`src/rtl/lcc_pkg.sv`:
```
package lcc_pkg;
  typedef enum logic [1:0] {
    ST_IDLE  = 2'd0,
    ST_WAIT  = 2'd1,
    ST_WRITE = 2'd2
  } lcc_state_e;
endpackage

```
`src/rtl/lcc_ptr.sv`:
```
module lcc_ptr #(
  parameter int AW = 16
) (
  input  logic          clk,
  input  logic          rst,
  input  logic          load_i,
  input  logic [AW-1:0] load_val_i,
  input  logic          step_i,
  output logic [AW-1:0] ptr_o
);
  localparam logic [AW-1:0] ONE = {{(AW-1){1'b0}}, 1'b1};

  logic [AW-1:0] ptr_q;

  always_ff @(posedge clk) begin
    if (rst)         ptr_q <= '0;
    else if (load_i) ptr_q <= load_val_i;
    else if (step_i) ptr_q <= ptr_q + ONE;
  end

  assign ptr_o = ptr_q;


  ptr_step_chk: assert property (@(posedge clk) disable iff (rst)
    (step_i && !load_i) |=> (ptr_o == $past(ptr_o) + ONE));
endmodule

```
`src/rtl/lcc_fold.sv`:
```
module lcc_fold #(
  parameter int            DW    = 8,
  parameter logic [DW-1:0] LO    = 8'h41,
  parameter logic [DW-1:0] HI    = 8'h5A,
  parameter logic [DW-1:0] DELTA = 8'h20
) (
  input  logic [DW-1:0] byte_i,
  output logic [DW-1:0] byte_o,
  output logic          zero_o
);
  logic in_range;

  always_comb begin
    in_range = (byte_i >= LO) && (byte_i <= HI);
    byte_o   = in_range ? (byte_i + DELTA) : byte_i;
    zero_o   = (byte_i == '0);
  end
endmodule

```
`src/rtl/lcc_seq.sv`:
```
module lcc_seq
  import lcc_pkg::*;
(
  input  logic clk,
  input  logic rst,
  input  logic start_i,
  input  logic rvalid_i,
  input  logic zero_i,
  output logic ev_start_o,
  output logic ev_fetch_o,
  output logic ev_next_o,
  output logic rd_o,
  output logic wr_o,
  output logic busy_o,
  output logic done_o
);
  lcc_state_e state_q;
  logic       term_q;

  always_comb begin
    ev_start_o = (state_q == ST_IDLE)  && start_i;
    ev_fetch_o = (state_q == ST_WAIT)  && rvalid_i;
    ev_next_o  = (state_q == ST_WRITE) && !term_q;
  end

  always_ff @(posedge clk) begin
    if (rst) begin
      state_q <= ST_IDLE;
      term_q  <= 1'b0;
      rd_o    <= 1'b0;
      wr_o    <= 1'b0;
      busy_o  <= 1'b0;
      done_o  <= 1'b0;
    end else begin
      rd_o   <= 1'b0;
      wr_o   <= 1'b0;
      done_o <= 1'b0;
      unique case (state_q)
        ST_IDLE: if (start_i) begin
          state_q <= ST_WAIT;
          rd_o    <= 1'b1;
          busy_o  <= 1'b1;
        end
        ST_WAIT: if (rvalid_i) begin
          state_q <= ST_WRITE;
          wr_o    <= 1'b1;
          term_q  <= zero_i;
        end
        ST_WRITE: begin
          if (term_q) begin
            state_q <= ST_IDLE;
            busy_o  <= 1'b0;
            done_o  <= 1'b1;
          end else begin
            state_q <= ST_WAIT;
            rd_o    <= 1'b1;
          end
        end
        default: state_q <= ST_IDLE;
      endcase
    end
  end


  rd_wr_excl_chk: assert property (@(posedge clk) disable iff (rst) !(rd_o && wr_o));

  rd_single_chk: assert property (@(posedge clk) disable iff (rst) rd_o |=> !rd_o);

  done_pulse_chk: assert property (@(posedge clk) disable iff (rst) done_o |=> !done_o);

  busy_done_excl_chk: assert property (@(posedge clk) disable iff (rst) done_o |-> !busy_o);

  wr_after_valid_chk: assert property (@(posedge clk) disable iff (rst) $rose(wr_o) |-> $past(rvalid_i));
endmodule

```
`src/rtl/lcase_copy_engine.sv`:
```
module lcase_copy_engine #(
  parameter int AW = 16,
  parameter int DW = 8
) (
  input  logic          clk,
  input  logic          rst,
  input  logic          start_i,
  input  logic [AW-1:0] src_addr_i,
  input  logic [AW-1:0] dst_addr_i,
  output logic [AW-1:0] mem_addr_o,
  output logic          mem_rd_o,
  output logic          mem_wr_o,
  output logic [DW-1:0] mem_wdata_o,
  input  logic [DW-1:0] mem_rdata_i,
  input  logic          mem_rvalid_i,
  output logic          busy_o,
  output logic          done_o
);
  localparam logic [AW-1:0] ONE = {{(AW-1){1'b0}}, 1'b1};
  localparam logic [DW-1:0] UP_LO = DW'(8'h41);
  localparam logic [DW-1:0] UP_HI = DW'(8'h5A);

  logic          ev_start, ev_fetch, ev_next, zero_b;
  logic [AW-1:0] src_ptr, dst_ptr;
  logic [DW-1:0] folded;
  logic [AW-1:0] addr_q;
  logic [DW-1:0] wdata_q;

  lcc_seq u_seq (
    .clk(clk), .rst(rst), .start_i(start_i), .rvalid_i(mem_rvalid_i),
    .zero_i(zero_b), .ev_start_o(ev_start), .ev_fetch_o(ev_fetch),
    .ev_next_o(ev_next), .rd_o(mem_rd_o), .wr_o(mem_wr_o),
    .busy_o(busy_o), .done_o(done_o)
  );

  lcc_ptr #(.AW(AW)) u_src_ptr (
    .clk(clk), .rst(rst), .load_i(ev_start), .load_val_i(src_addr_i),
    .step_i(ev_next), .ptr_o(src_ptr)
  );

  lcc_ptr #(.AW(AW)) u_dst_ptr (
    .clk(clk), .rst(rst), .load_i(ev_start), .load_val_i(dst_addr_i),
    .step_i(ev_next), .ptr_o(dst_ptr)
  );

  lcc_fold #(.DW(DW), .LO(UP_LO), .HI(UP_HI), .DELTA(DW'(8'h20))) u_fold (
    .byte_i(mem_rdata_i), .byte_o(folded), .zero_o(zero_b)
  );

  always_ff @(posedge clk) begin
    if (rst) begin
      addr_q  <= '0;
      wdata_q <= '0;
    end else if (ev_start) begin
      addr_q  <= src_addr_i;
    end else if (ev_fetch) begin
      addr_q  <= dst_ptr;
      wdata_q <= folded;
    end else if (ev_next) begin
      addr_q  <= src_ptr + ONE;
    end
  end

  assign mem_addr_o  = addr_q;
  assign mem_wdata_o = wdata_q;


  no_upper_out_chk: assert property (@(posedge clk) disable iff (rst)
    mem_wr_o |-> !((mem_wdata_o >= UP_LO) && (mem_wdata_o <= UP_HI)));

  term_then_done_chk: assert property (@(posedge clk) disable iff (rst)
    (mem_wr_o && mem_wdata_o == '0) |=> done_o);
endmodule

```
`config.mk`:
```
export PLATFORM = sky130hd
export DESIGN_NAME = lcase_copy_engine
export DESIGN_NICKNAME = d
export VERILOG_FILES = /design/src/rtl/lcc_pkg.sv /design/src/rtl/lcc_ptr.sv /design/src/rtl/lcc_fold.sv /design/src/rtl/lcc_seq.sv /design/src/rtl/lcase_copy_engine.sv
export SDC_FILE = /design/constraint.sdc
export NUM_CORES = 1
export LEC_CHECK = 0
export BUFFER_PORTS_ARGS = -buffer_cell sky130_fd_sc_hd__buf_2
export CORE_AREA = 2 2 110 112
export DETAILED_ROUTE_END_ITERATION = 16
export DIE_AREA = 0 0 112 114
export GPL_TIMING_DRIVEN = 1
export SETUP_SLACK_MARGIN = 0.3
export SLEW_MARGIN = 20
export SYNTH_ARGS = -nofsm -noshare
export SYNTH_HDL_FRONTEND = slang
export SYNTH_HIERARCHICAL = 1
export SYNTH_SLANG_ARGS = --single-unit
```
`constraint.sdc`:
```
create_clock -name clk -period 2.4 [get_ports clk]
set_input_delay 0.24 -clock clk [delete_from_list [all_inputs] [get_ports clk]]
set_output_delay 0.24 -clock clk [all_outputs]
set_load 0.01 [all_outputs]
```
# Word level (Yosys, flattened, before mapping)
# Cells that the tools add are included.
word_totals:
  reg_bits: 63
  output_inout_bits: 28
  elab_cells: 58
op_classes:
  addsub: 3
  n_lt_le_gt_ge: 2
  eq_ne: 5
  muxes: 19
  bitwise: 3
  n_reduce_logical: 16
op_table:
  columns: ["cell", "count"]
  rows:
  - ["$mux W16", 6]
  - ["$add A16 B1 Y16 const B", 2]
  - ["$add A8 B6 Y8 const B", 1]
  - ["$ge A8 B7 Y1 const B", 1]
  - ["$le A8 B7 Y1 const B", 1]
  - ["$logic_not A8 Y1", 1]
  - ["$mux W8", 1]
  - ["$mux W1", 7]
  - ["$pmux W2 S3", 1]
  - ["$reduce_and A2 Y1", 3]
  - ["$logic_and A1 B1 Y1", 4]
  - ["$mux W2", 2]
  - ["$ne A2 B2 Y1 const B", 2]
  - ["$pmux W1 S2", 2]
  - ["$reduce_bool A2 Y1", 2]
  - ["$reduce_or A2 Y1", 2]
  - ["$not A1 Y1", 3]
  - ["$reduce_and A3 Y1", 1]
  - ["$reduce_bool A3 Y1", 1]
  - ["$eq A2 B1 Y1 const B", 1]
  - ["$eq A2 B2 Y1 const B", 1]
  - ["$logic_not A2 Y1", 1]
  - ["$ne A2 B1 Y1 const B", 1]
  - ["$logic_not A1 Y1", 1]

# Logic depth before layout (Yosys ltp)
# Gate-level depths: netlist of the first run.
depth:
  depth_word: 5
  ltp_mapped: 8
  depth_no_buf: 6

# Cells and area by module
# The synthesis of the first run kept the hierarchy.
modules_own_cells:
  columns: ["mod", "n_inst", "cells_each", "area_each_um2", "seq_area_each_um2"]
  rows:
  - ["lcc_ptr", 2, 112, 984.7, 320.3]
  - ["lcase_copy_engine", 1, 198, 1565.3, 480.5]
  - ["lcc_seq", 1, 29, 292.8, 140.1]
  - ["lcc_fold", 1, 20, 150.1, 0.0]

# Worst setup path before layout of the first run
# No wires, ideal clock.
synth_path:
  kind: "register to register"
  start: "register u_seq.state_q[1]"
  end: "register u_src_ptr.ptr_q[12], in the netlist u_src_ptr/ptr_o[12]"
  setup_time_ns: 0.115
  t_arrival_ns: 1.798
  required_ns: 2.285
  slack_ns: 0.488
  stages_incl_launch_ff: 9
  path_buffers: 2
  path_cell_list: "dfxtp_1 > nand2b_1 > nor2_1 > buf_6 > nand4_4 > buf_6 > nor4_2 > xor2_1 > o21a_1"
synth_between:
  elab_chain_cells: 3
synth_rtl:
  columns: ["element", "line_no", "text"]
  rows:
  - ["start, declared", "lcc_seq.sv:17", "lcc_state_e state_q;"]
  - ["start signal, assigned", "lcc_seq.sv:28", "state_q <= ST_IDLE;"]
  - ["start signal, assigned", "lcc_seq.sv:40", "state_q <= ST_WAIT;"]
  - ["start signal, assigned", "lcc_seq.sv:45", "state_q <= ST_WRITE;"]
  - ["$eq A2 B2 Y1", "lcc_seq.sv:23", "ev_next_o = (state_q == ST_WRITE) && !term_q;"]
  - ["$logic_and A1 B1 Y1", "lcc_seq.sv:23", null]
  - ["net ev_next", "lcase_copy_engine.sv:23", "logic ev_start, ev_fetch, ev_next, zero_b;"]
  - ["$reduce_bool A2 Y1 (no source line)", null, null]
  - ["end signal, assigned", "lcc_ptr.sv:17", "else if (load_i) ptr_q <= load_val_i;"]
  - ["end signal, assigned", "lcc_ptr.sv:18", "else if (step_i) ptr_q <= ptr_q + ONE;"]
  - ["end, declared", "lcc_ptr.sv:13", "logic [AW-1:0] ptr_q;"]
# The timed path passes the listed nets, and every way through them passes these cells.
# A chain may end at the register's enable or synchronous reset.

# Worst setup path after layout of the first run
layout_path:
  start: "register u_seq.state_q[0]"
  end: "register u_dst_ptr.ptr_q[11], in the netlist u_dst_ptr/ptr_o[11]"
layout_between:
  elab_chain_cells: 3
layout_rtl:
  columns: ["element", "line_no"]
  rows:
  - ["$eq A2 B2 Y1", "lcc_seq.sv:23"]
  - ["$logic_and A1 B1 Y1", "lcc_seq.sv:23"]
  - ["net ev_next", "lcase_copy_engine.sv:23"]
  - ["$reduce_bool A2 Y1 (no source line)", null]
  - ["end signal, assigned", "lcc_ptr.sv:17"]
  - ["end signal, assigned", "lcc_ptr.sv:18"]
  - ["end, declared", "lcc_ptr.sv:13"]
# The timed path passes the listed nets, and every way through them passes these cells.

==> results of run 1 <==
[sequential cells by signal, indices dropped and copies added, names as in the netlist]
name	flops
u_seq/wr_o	1
mem_wdata_o	8
u_src_ptr/ptr_o	16
u_seq/term_q	1
u_seq/done_o	1
mem_addr_o	16
u_seq/busy_o	1
u_seq/state_q	2
u_seq/rd_o	1
u_dst_ptr/ptr_o	16
[routing by layer]
| metal | routed length, um | part of all wire [%] | GRT usage (%) |
|---|---|---|---|
| met3 | 485 | 4.6 | 3.67 |
| met4 | 91 | 0.86 | 4.47 |
| met1 | 4970 | 47 | 21.2 |
| met5 | 0 | 0 | 0 |
| met2 | 4980 | 47 | 28.9 |
[worst min path at each step]
stage | endpoint | slack [ps] | cells after the start
finish | u_dst_ptr/ptr_o[0]$_SDFFE_PP0P_ | 140 | 3
global route | u_dst_ptr/ptr_o[3]$_SDFFE_PP0P_ | 160 | 3
CTS | u_dst_ptr/ptr_o[0]$_SDFFE_PP0P_ | 140 | 3
detailed placement | u_seq/busy_o$_SDFFE_PP0P_ | 470 | 2
global placement | mem_wdata_o[7]$_SDFFE_PP0P_ | 480 | 2
floorplan | u_seq/busy_o$_SDFFE_PP0P_ | 310 | 1
[area by class of cell]
cell class | instances | area, um2
Fill cell | 1190 | 6970
Tap cell | 147 | 184
Sequential cell | 63 | 1260
Clock inverter | 4 | 45.0
Multi-Input combinational cell | 338 | 2410
Clock buffer | 12 | 246
Inverter | 39 | 146
Timing Repair Buffer | 81 | 443
[kinds of logic after synthesis]
kind of cell	Yosys count	share of synthesized area, %
AO/OA/AOI/OAI	117	19.8
XOR/XNOR	33	7.27
adder cells (fa/ha/maj)	4	1.26
buffers and inverters	71	8.71
flip-flops	63	31.7
multiplexers	18	4.53
AND/OR/NAND/NOR	165	26.7
[cells in the mapped netlist, drive strengths merged, types with 4 or more instances]
library cell	instances
a21oi	43
buf	19
clkbuf	13
dfxtp	63
ha	4
inv	38
mux2i	18
nand2	26
nand2b	7
nand3	13
nand4	18
nor2	35
nor2b	15
nor3	18
nor4	18
o21a	24
o21ai	20
o31a	6
o31ai	4
or3	4
xnor2	13
xor2	20
[power by group]
part | leakage (nW) | total [W] | internal (W) | switching (W)
clock | 0.146 | 0.00129 | 0.000827 | 0.000464
combinational | 1.36 | 0.000509 | 0.000228 | 0.000281
sequential | 0.520 | 0.00125 | 0.00114 | 0.000119
total | 2.03 | 0.00305 | 0.00219 | 0.000864
[per-stage QoR]
step,util [%],cells
finish,40.5,684
global route,40.5,684
CTS,40.2,683
detailed placement,37.7,667
global placement,37.7,667
floorplan,-,471
[worst max-delay path, cell delays in order, from the launching register on]
cell and delay (ps):
dfxtp_1 360, nand2b_1 180, nor2_1 190, buf_12 200, nand4_4 260, nor4_2 380
xor2_1 120, o21a_1 170
[timing repair]
action / CTS / global route
gates resized for setup: 1 / 4
cloned: 0 / 1
endpoints found under the setup margin: 3 / 28
==> flow_summary.ini, run 1 <==
[timing]
hold_slack_ps = 144
finalWorstSetupSlack_ps = 424
worst_pin_slew_ps = 594
rsz0062_at_grt = no
max-slew-margin-rel_pct = 60.1
min_period_ps = 1980
final.setup.tns_ps = 0
fin_crit_sh_pct = 82.3
finalSetupViolCount = 0
hold_viol_final = 0
max_freq_mhz = 506
final_max_slew_viol_count = 0
finClkSkew_ps = 2.96

[floorplan]
rows = 40
fp.dieW_um = 112
die_area_mm2 = 0.0128
coreArea_mm2 = 0.0117
ios = 72
die_height_um = 114
initial_core_util_pct = 34.0

[clock_tree]
clk_latency_ps = 320
cts_max_level = 3
holdBufCountCts = 0
numCtsBuffers = 9
postCtsSetupBuffers = 0
cts-root-buf = clkbuf_16
cts_buffer_depth = 2
clock-sinks = 63
clk_pin_slew_worst_paths_ps = 50
cts_tree = yes

[outcome]
status = finished clean

[worst_setup_path]
critical_path.max_fanout = 19
rr_endpoint = u_dst_ptr/ptr_o[11]$_SDFFE_PP0P_
reg2reg_from = u_seq/state_q[0]$_SDFFE_PP0P_
rr_worst_depth = 7
startpoint_type = flip-flop
crit_type = flip-flop to flip-flop
critical_path.startpoint = u_seq/state_q[0]$_SDFFE_PP0P_
worst-endpoint-arrival_ps = 2200
endpoint = u_dst_ptr/ptr_o[11]$_SDFFE_PP0P_
r2r_setup_slack_ps = 420
crit_required_ps = 2620
end_kind = flip-flop

[flow_run]
cap_violations = 0

[synthesis]
synth-seq-cells = 63
syn_avg_cell_area_um2 = 8.44
synth_area_mm2 = 0.00398
synth_nets = 519
synth_top_flop_cell = dfxtp_1
synth_edf_count = 0
syn_inst = 471
async_flop_share_pct = 0
synth_seq_area_share_pct = 31.7
yosys_warnings = 6
synth_area_leader_cell = dfxtp_1
synth_top_area_share_pct = 31.7
synth.area.top_cells = dfxtp_1 32%, a21oi_1 5.4%, mux2i_1 4.5%, xor2_1 4.4%, o21a_1 4.3%
synth_cell_type_count = 61

[route]
via_per_inst = 5.18
vias = 3541
final_antenna_net_count = 0
wl_per_cell_um = 15.4
drcViolationCount = 0
dr.pass1.iters = 4
dr.first_iter.drc_count = 210
drt-total-wl_mm = 10.5

[cells_and_area]
final_common_cell = buf_2
drive_above_1_share_pct = 24.6
area.growth.synth_to_final_pct = 19.1
postLayoutCellArea_mm2 = 0.00474
fin_nets = 580
diodes = 0
layout_common_cells = 71 x buf_2, 62 x dfxtp_1, 43 x a21oi_1

[pwr]
power.density_mw_per_mm2 = 645
p_total_w = 0.00305
power_leakage_nw = 2.03
max-vdd-ir-drop_uv = 318

[global_route]
antenna_found_initial = 0
grt_pass1_wl_mm = 17.3
gr-usage-all-layers_pct = 16.7
overflow = 0
grt_max_degree = 56
grt_pass1_vias = 3545

[worst_hold_path]
hold_start = dst_addr_i[0]
hold_path.class = primary input to flip-flop

[placed_design]
gp_congestion = 0.836
dpl_worst_slack_ps = 250
hpwl_mm = 7.52
dpl_cell_area_mm2 = 0.00441
port_buffers = 71
No activity file was read; power rests on OpenSTA's default activity.
==> inputs of run 2 (changes only) <==
--- a/config.mk
+++ b/config.mk
@@ -5,10 +5,11 @@
 export SDC_FILE = /design/constraint.sdc
 export NUM_CORES = 1
 export LEC_CHECK = 0
+export ABC_AREA = 1
 export BUFFER_PORTS_ARGS = -buffer_cell sky130_fd_sc_hd__buf_2
-export CORE_AREA = 2 2 110 112
+export CORE_AREA = 2 2 109 111
 export DETAILED_ROUTE_END_ITERATION = 16
-export DIE_AREA = 0 0 112 114
+export DIE_AREA = 0 0 111 113
 export GPL_TIMING_DRIVEN = 1
 export SETUP_SLACK_MARGIN = 0.3
 export SLEW_MARGIN = 20
==> constraint.sdc (replaced) <==
create_clock -name clk -period 1.6 [get_ports clk]
set_input_delay 0.16 -clock clk [delete_from_list [all_inputs] [get_ports clk]]
set_output_delay 0.16 -clock clk [all_outputs]
set_load 0.01 [all_outputs]
==> run 2 against run 1 <==
Power rose by 57%. Combinational power increased by 120%. Highest routed layer unchanged. First-iteration DRC count is 1.4% lower. Area after synthesis down 2.4%. Sequential cell count unchanged. Non-clock buffer count is 36 higher.
==> flow_summary.ini, run 2 <==
[outcome]
status = finished clean

[clock_tree]
cts_buffer_depth = 2
clk_latency_ps = 330
holdBufCountCts = 0
cts_tree = yes
clock-sinks = 63
numCtsBuffers = 9
cts-root-buf = clkbuf_16
clk_pin_slew_worst_paths_ps = 60
cts_max_level = 3

[global_route]
antenna_found_initial = 0
gr-usage-all-layers_pct = 19.3
grt_pass1_vias = 4025
overflow = 0
grt_max_degree = 28
grt_pass1_wl_mm = 19.7

[worst_setup_path]
crit_type = flip-flop to flip-flop
critical_path.max_fanout = 6
worst-endpoint-arrival_ps = 1690
max_stage_delay_ps = 380
critPathTopFamily = buffers and inverters
startpoint_type = flip-flop
crit_required_ps = 1860
crit_top_cell = nand2_4
crit_buf_inv = 5
crit_chain = nor2_4 > nand2_4 > buf_12 > clkinvlp_4 > inv_2 > nand2_4 > inv_4 > clkbuf_16 > nand3_1 > a21oi_1
end_kind = flip-flop
cp_slowest_cell = dfxtp_4

[timing]
min_period_ps = 1430
final_max_slew_viol_count = 0
worst_pin_slew_ps = 895
finalWorstSetupSlack_ps = 173
finalSetupViolCount = 0
max_freq_mhz = 701
fin_crit_sh_pct = 89.2
hold_viol_final = 0
max-slew-margin-rel_pct = 40.3
final.setup.tns_ps = 0
rsz0062_at_grt = yes
finClkSkew_ps = 6.85

[floorplan]
die_area_mm2 = 0.0125
die_height_um = 113
ios = 72
initial_core_util_pct = 34.4
fp.dieW_um = 111
rows = 39
coreArea_mm2 = 0.0113

[synthesis]
synth_nets = 616
synth_area_mm2 = 0.00388
async_flop_share_pct = 0
synth_most_common_cell = nand2_1
synth.area.top_cells = dfxtp_1 32%, nand2_1 12%, a21oi_1 6.1%, nand3_1 5.8%, inv_1 5.6%
synth_area_leader_cell = dfxtp_1
synth_top_area_share_pct = 32.5
syn_inst = 568
synth_cell_type_count = 33
synth_common_cells = 119 x nand2_1, 63 x dfxtp_1, 58 x inv_1
yosys_warnings = 6
synth_seq_area_share_pct = 32.5
synth_top_flop_cell = dfxtp_1
synth_edf_count = 0
synth-seq-cells = 63
syn_avg_cell_area_um2 = 6.83

[cells_and_area]
layout_common_cells = 114 x nand2_1, 71 x buf_2, 49 x nor2_1
drive_above_1_share_pct = 39.3
diodes = 0
fin_nets = 723
final_common_cell = nand2_1
postLayoutCellArea_mm2 = 0.00545
area.growth.synth_to_final_pct = 40.3
post-route-util_pct = 48.3

[placed_design]
port_buffers = 71
dpl_worst_slack_ps = -213
gp_congestion = 0.869
dpl_cell_area_mm2 = 0.00453
hpwl_mm = 8.63

[pwr]
switching_power_w = 0.00153
max-vdd-ir-drop_uv = 418
power_leakage_nw = 2.30
power.density_mw_per_mm2 = 881
seq_power_share_pct = 39.6
clkPwrFrac_pct = 36.6
p_comb_share_pct = 23.7
p_int_w = 0.00327
switching_share_pct = 31.9

[route]
drt-total-wl_mm = 12.5
drcViolationCount = 0
final_antenna_net_count = 0
vias = 4286
dr.first_iter.drc_count = 207
via_per_inst = 5.21
wl_per_cell_um = 15.2
dr.pass1.iters = 5

[worst_hold_path]
hold_path.class = primary input to flip-flop

[flow_run]
cap_violations = 0
==> run 2: cell types whose count changed after synthesis, moves of 9 or more <==
cell | previous run | this run
nand2_2 | 0 | 14
inv_1 | 38 | 58
nor2_2 | 1 | 14
nor2b_1 | 15 | 0
nand2_1 | 26 | 119
mux2i_1 | 18 | 0
a22oi_1 | 0 | 22
nor2_1 | 34 | 54
xor2_1 | 20 | 11
o21ai_0 | 16 | 33
o21a_1 | 23 | 0
nand3_1 | 13 | 45
nor3_1 | 18 | 0
==> run 2: final timing paths <==
check	from	to	slack, ps	depth (start not counted)
min reg2reg	u_seq/busy_o$_SDFFE_PP0P_	u_seq/busy_o$_SDFFE_PP0P_	460	2
max	u_seq/state_q[1]$_SDFFE_PP0P_	u_dst_ptr/ptr_o[10]$_SDFFE_PP0P_	170	10
min	mem_rdata_i[1]	mem_wdata_o[1]$_SDFFE_PP0P_	90	3
max reg2reg	u_seq/state_q[1]$_SDFFE_PP0P_	u_dst_ptr/ptr_o[10]$_SDFFE_PP0P_	170	10
==> run 2: per-layer routing <==
metal	vias up	wire, um	GRT usage (%)	part of all wire, %
li1	2120	-	-	-
met1	2017	5320	24.9	43
met2	129	6230	32.4	50
met3	20	681	3.11	5.5
met4	0	243	7.92	1.9
met5	-	0	0	0
==> run 2: cells by family (layout without fill, tap and decap cells) <==
| group | count (synthesis) | after routing | share of synthesized area (%) |
|---|---|---|---|
| and+or+nand+nor | 268 | 268 | 32.1 |
| AOI/OAI and AO/OA | 133 | 133 | 20.9 |
| buffers and inverters | 84 | 196 | 9.67 |
| DFF | 63 | 63 | 32.5 |
| xor gates and xnor gates | 16 | 16 | 3.61 |
| adders and majority gates | 4 | 4 | 1.29 |
==> run 2: tightest hold or removal path: stages <==
cell	delay, ps
buf_2	100
nor2_1	40
nor2_1	80
==> run 2: area by class of cell <==
| cell class | count | area [um2] |
|---|---|---|
| multi-input cells | 421 | 2590 |
| repair inverters | 1 | 7.51 |
| clock inverters | 7 | 40.0 |
| well taps | 143 | 179 |
| clock buffers | 9 | 225 |
| flip-flops and latches | 63 | 1310 |
| inverters | 62 | 258 |
| repair buffers | 117 | 840 |
| fillers | 1104 | 5830 |
==> run 2: stage by stage <==
stage | total power (W) | instances | hold WS [ps]
2_1_floorplan | 0.00243 | 568 | 225
3_3_place_gp | 0.00275 | 782 | 414
3_5_place_dp | 0.00276 | 782 | 437
5_1_grt | 0.00502 | 823 | 99.6
6_report | 0.00480 | 823 | 86.1
4_1_cts | 0.00471 | 815 | 85.2
==> run 2: power groups by stage <==
stage               Clock (W)  Combinational, W  Sequential [W]
finish                0.00176           0.00114         0.00190
global route          0.00187           0.00123         0.00192
CTS                   0.00180           0.00102         0.00189
detailed placement          0          0.000851         0.00191
global placement            0          0.000843         0.00191
floorplan                   0          0.000528         0.00190
==> run 2: timing repair <==
action                     in CTS  in global routing
buffers inserted               16                  7
gates resized for setup        64                 80
gates cloned                    1                  1
setup endpoints to repair      52                 56
pin swaps                      17                 26
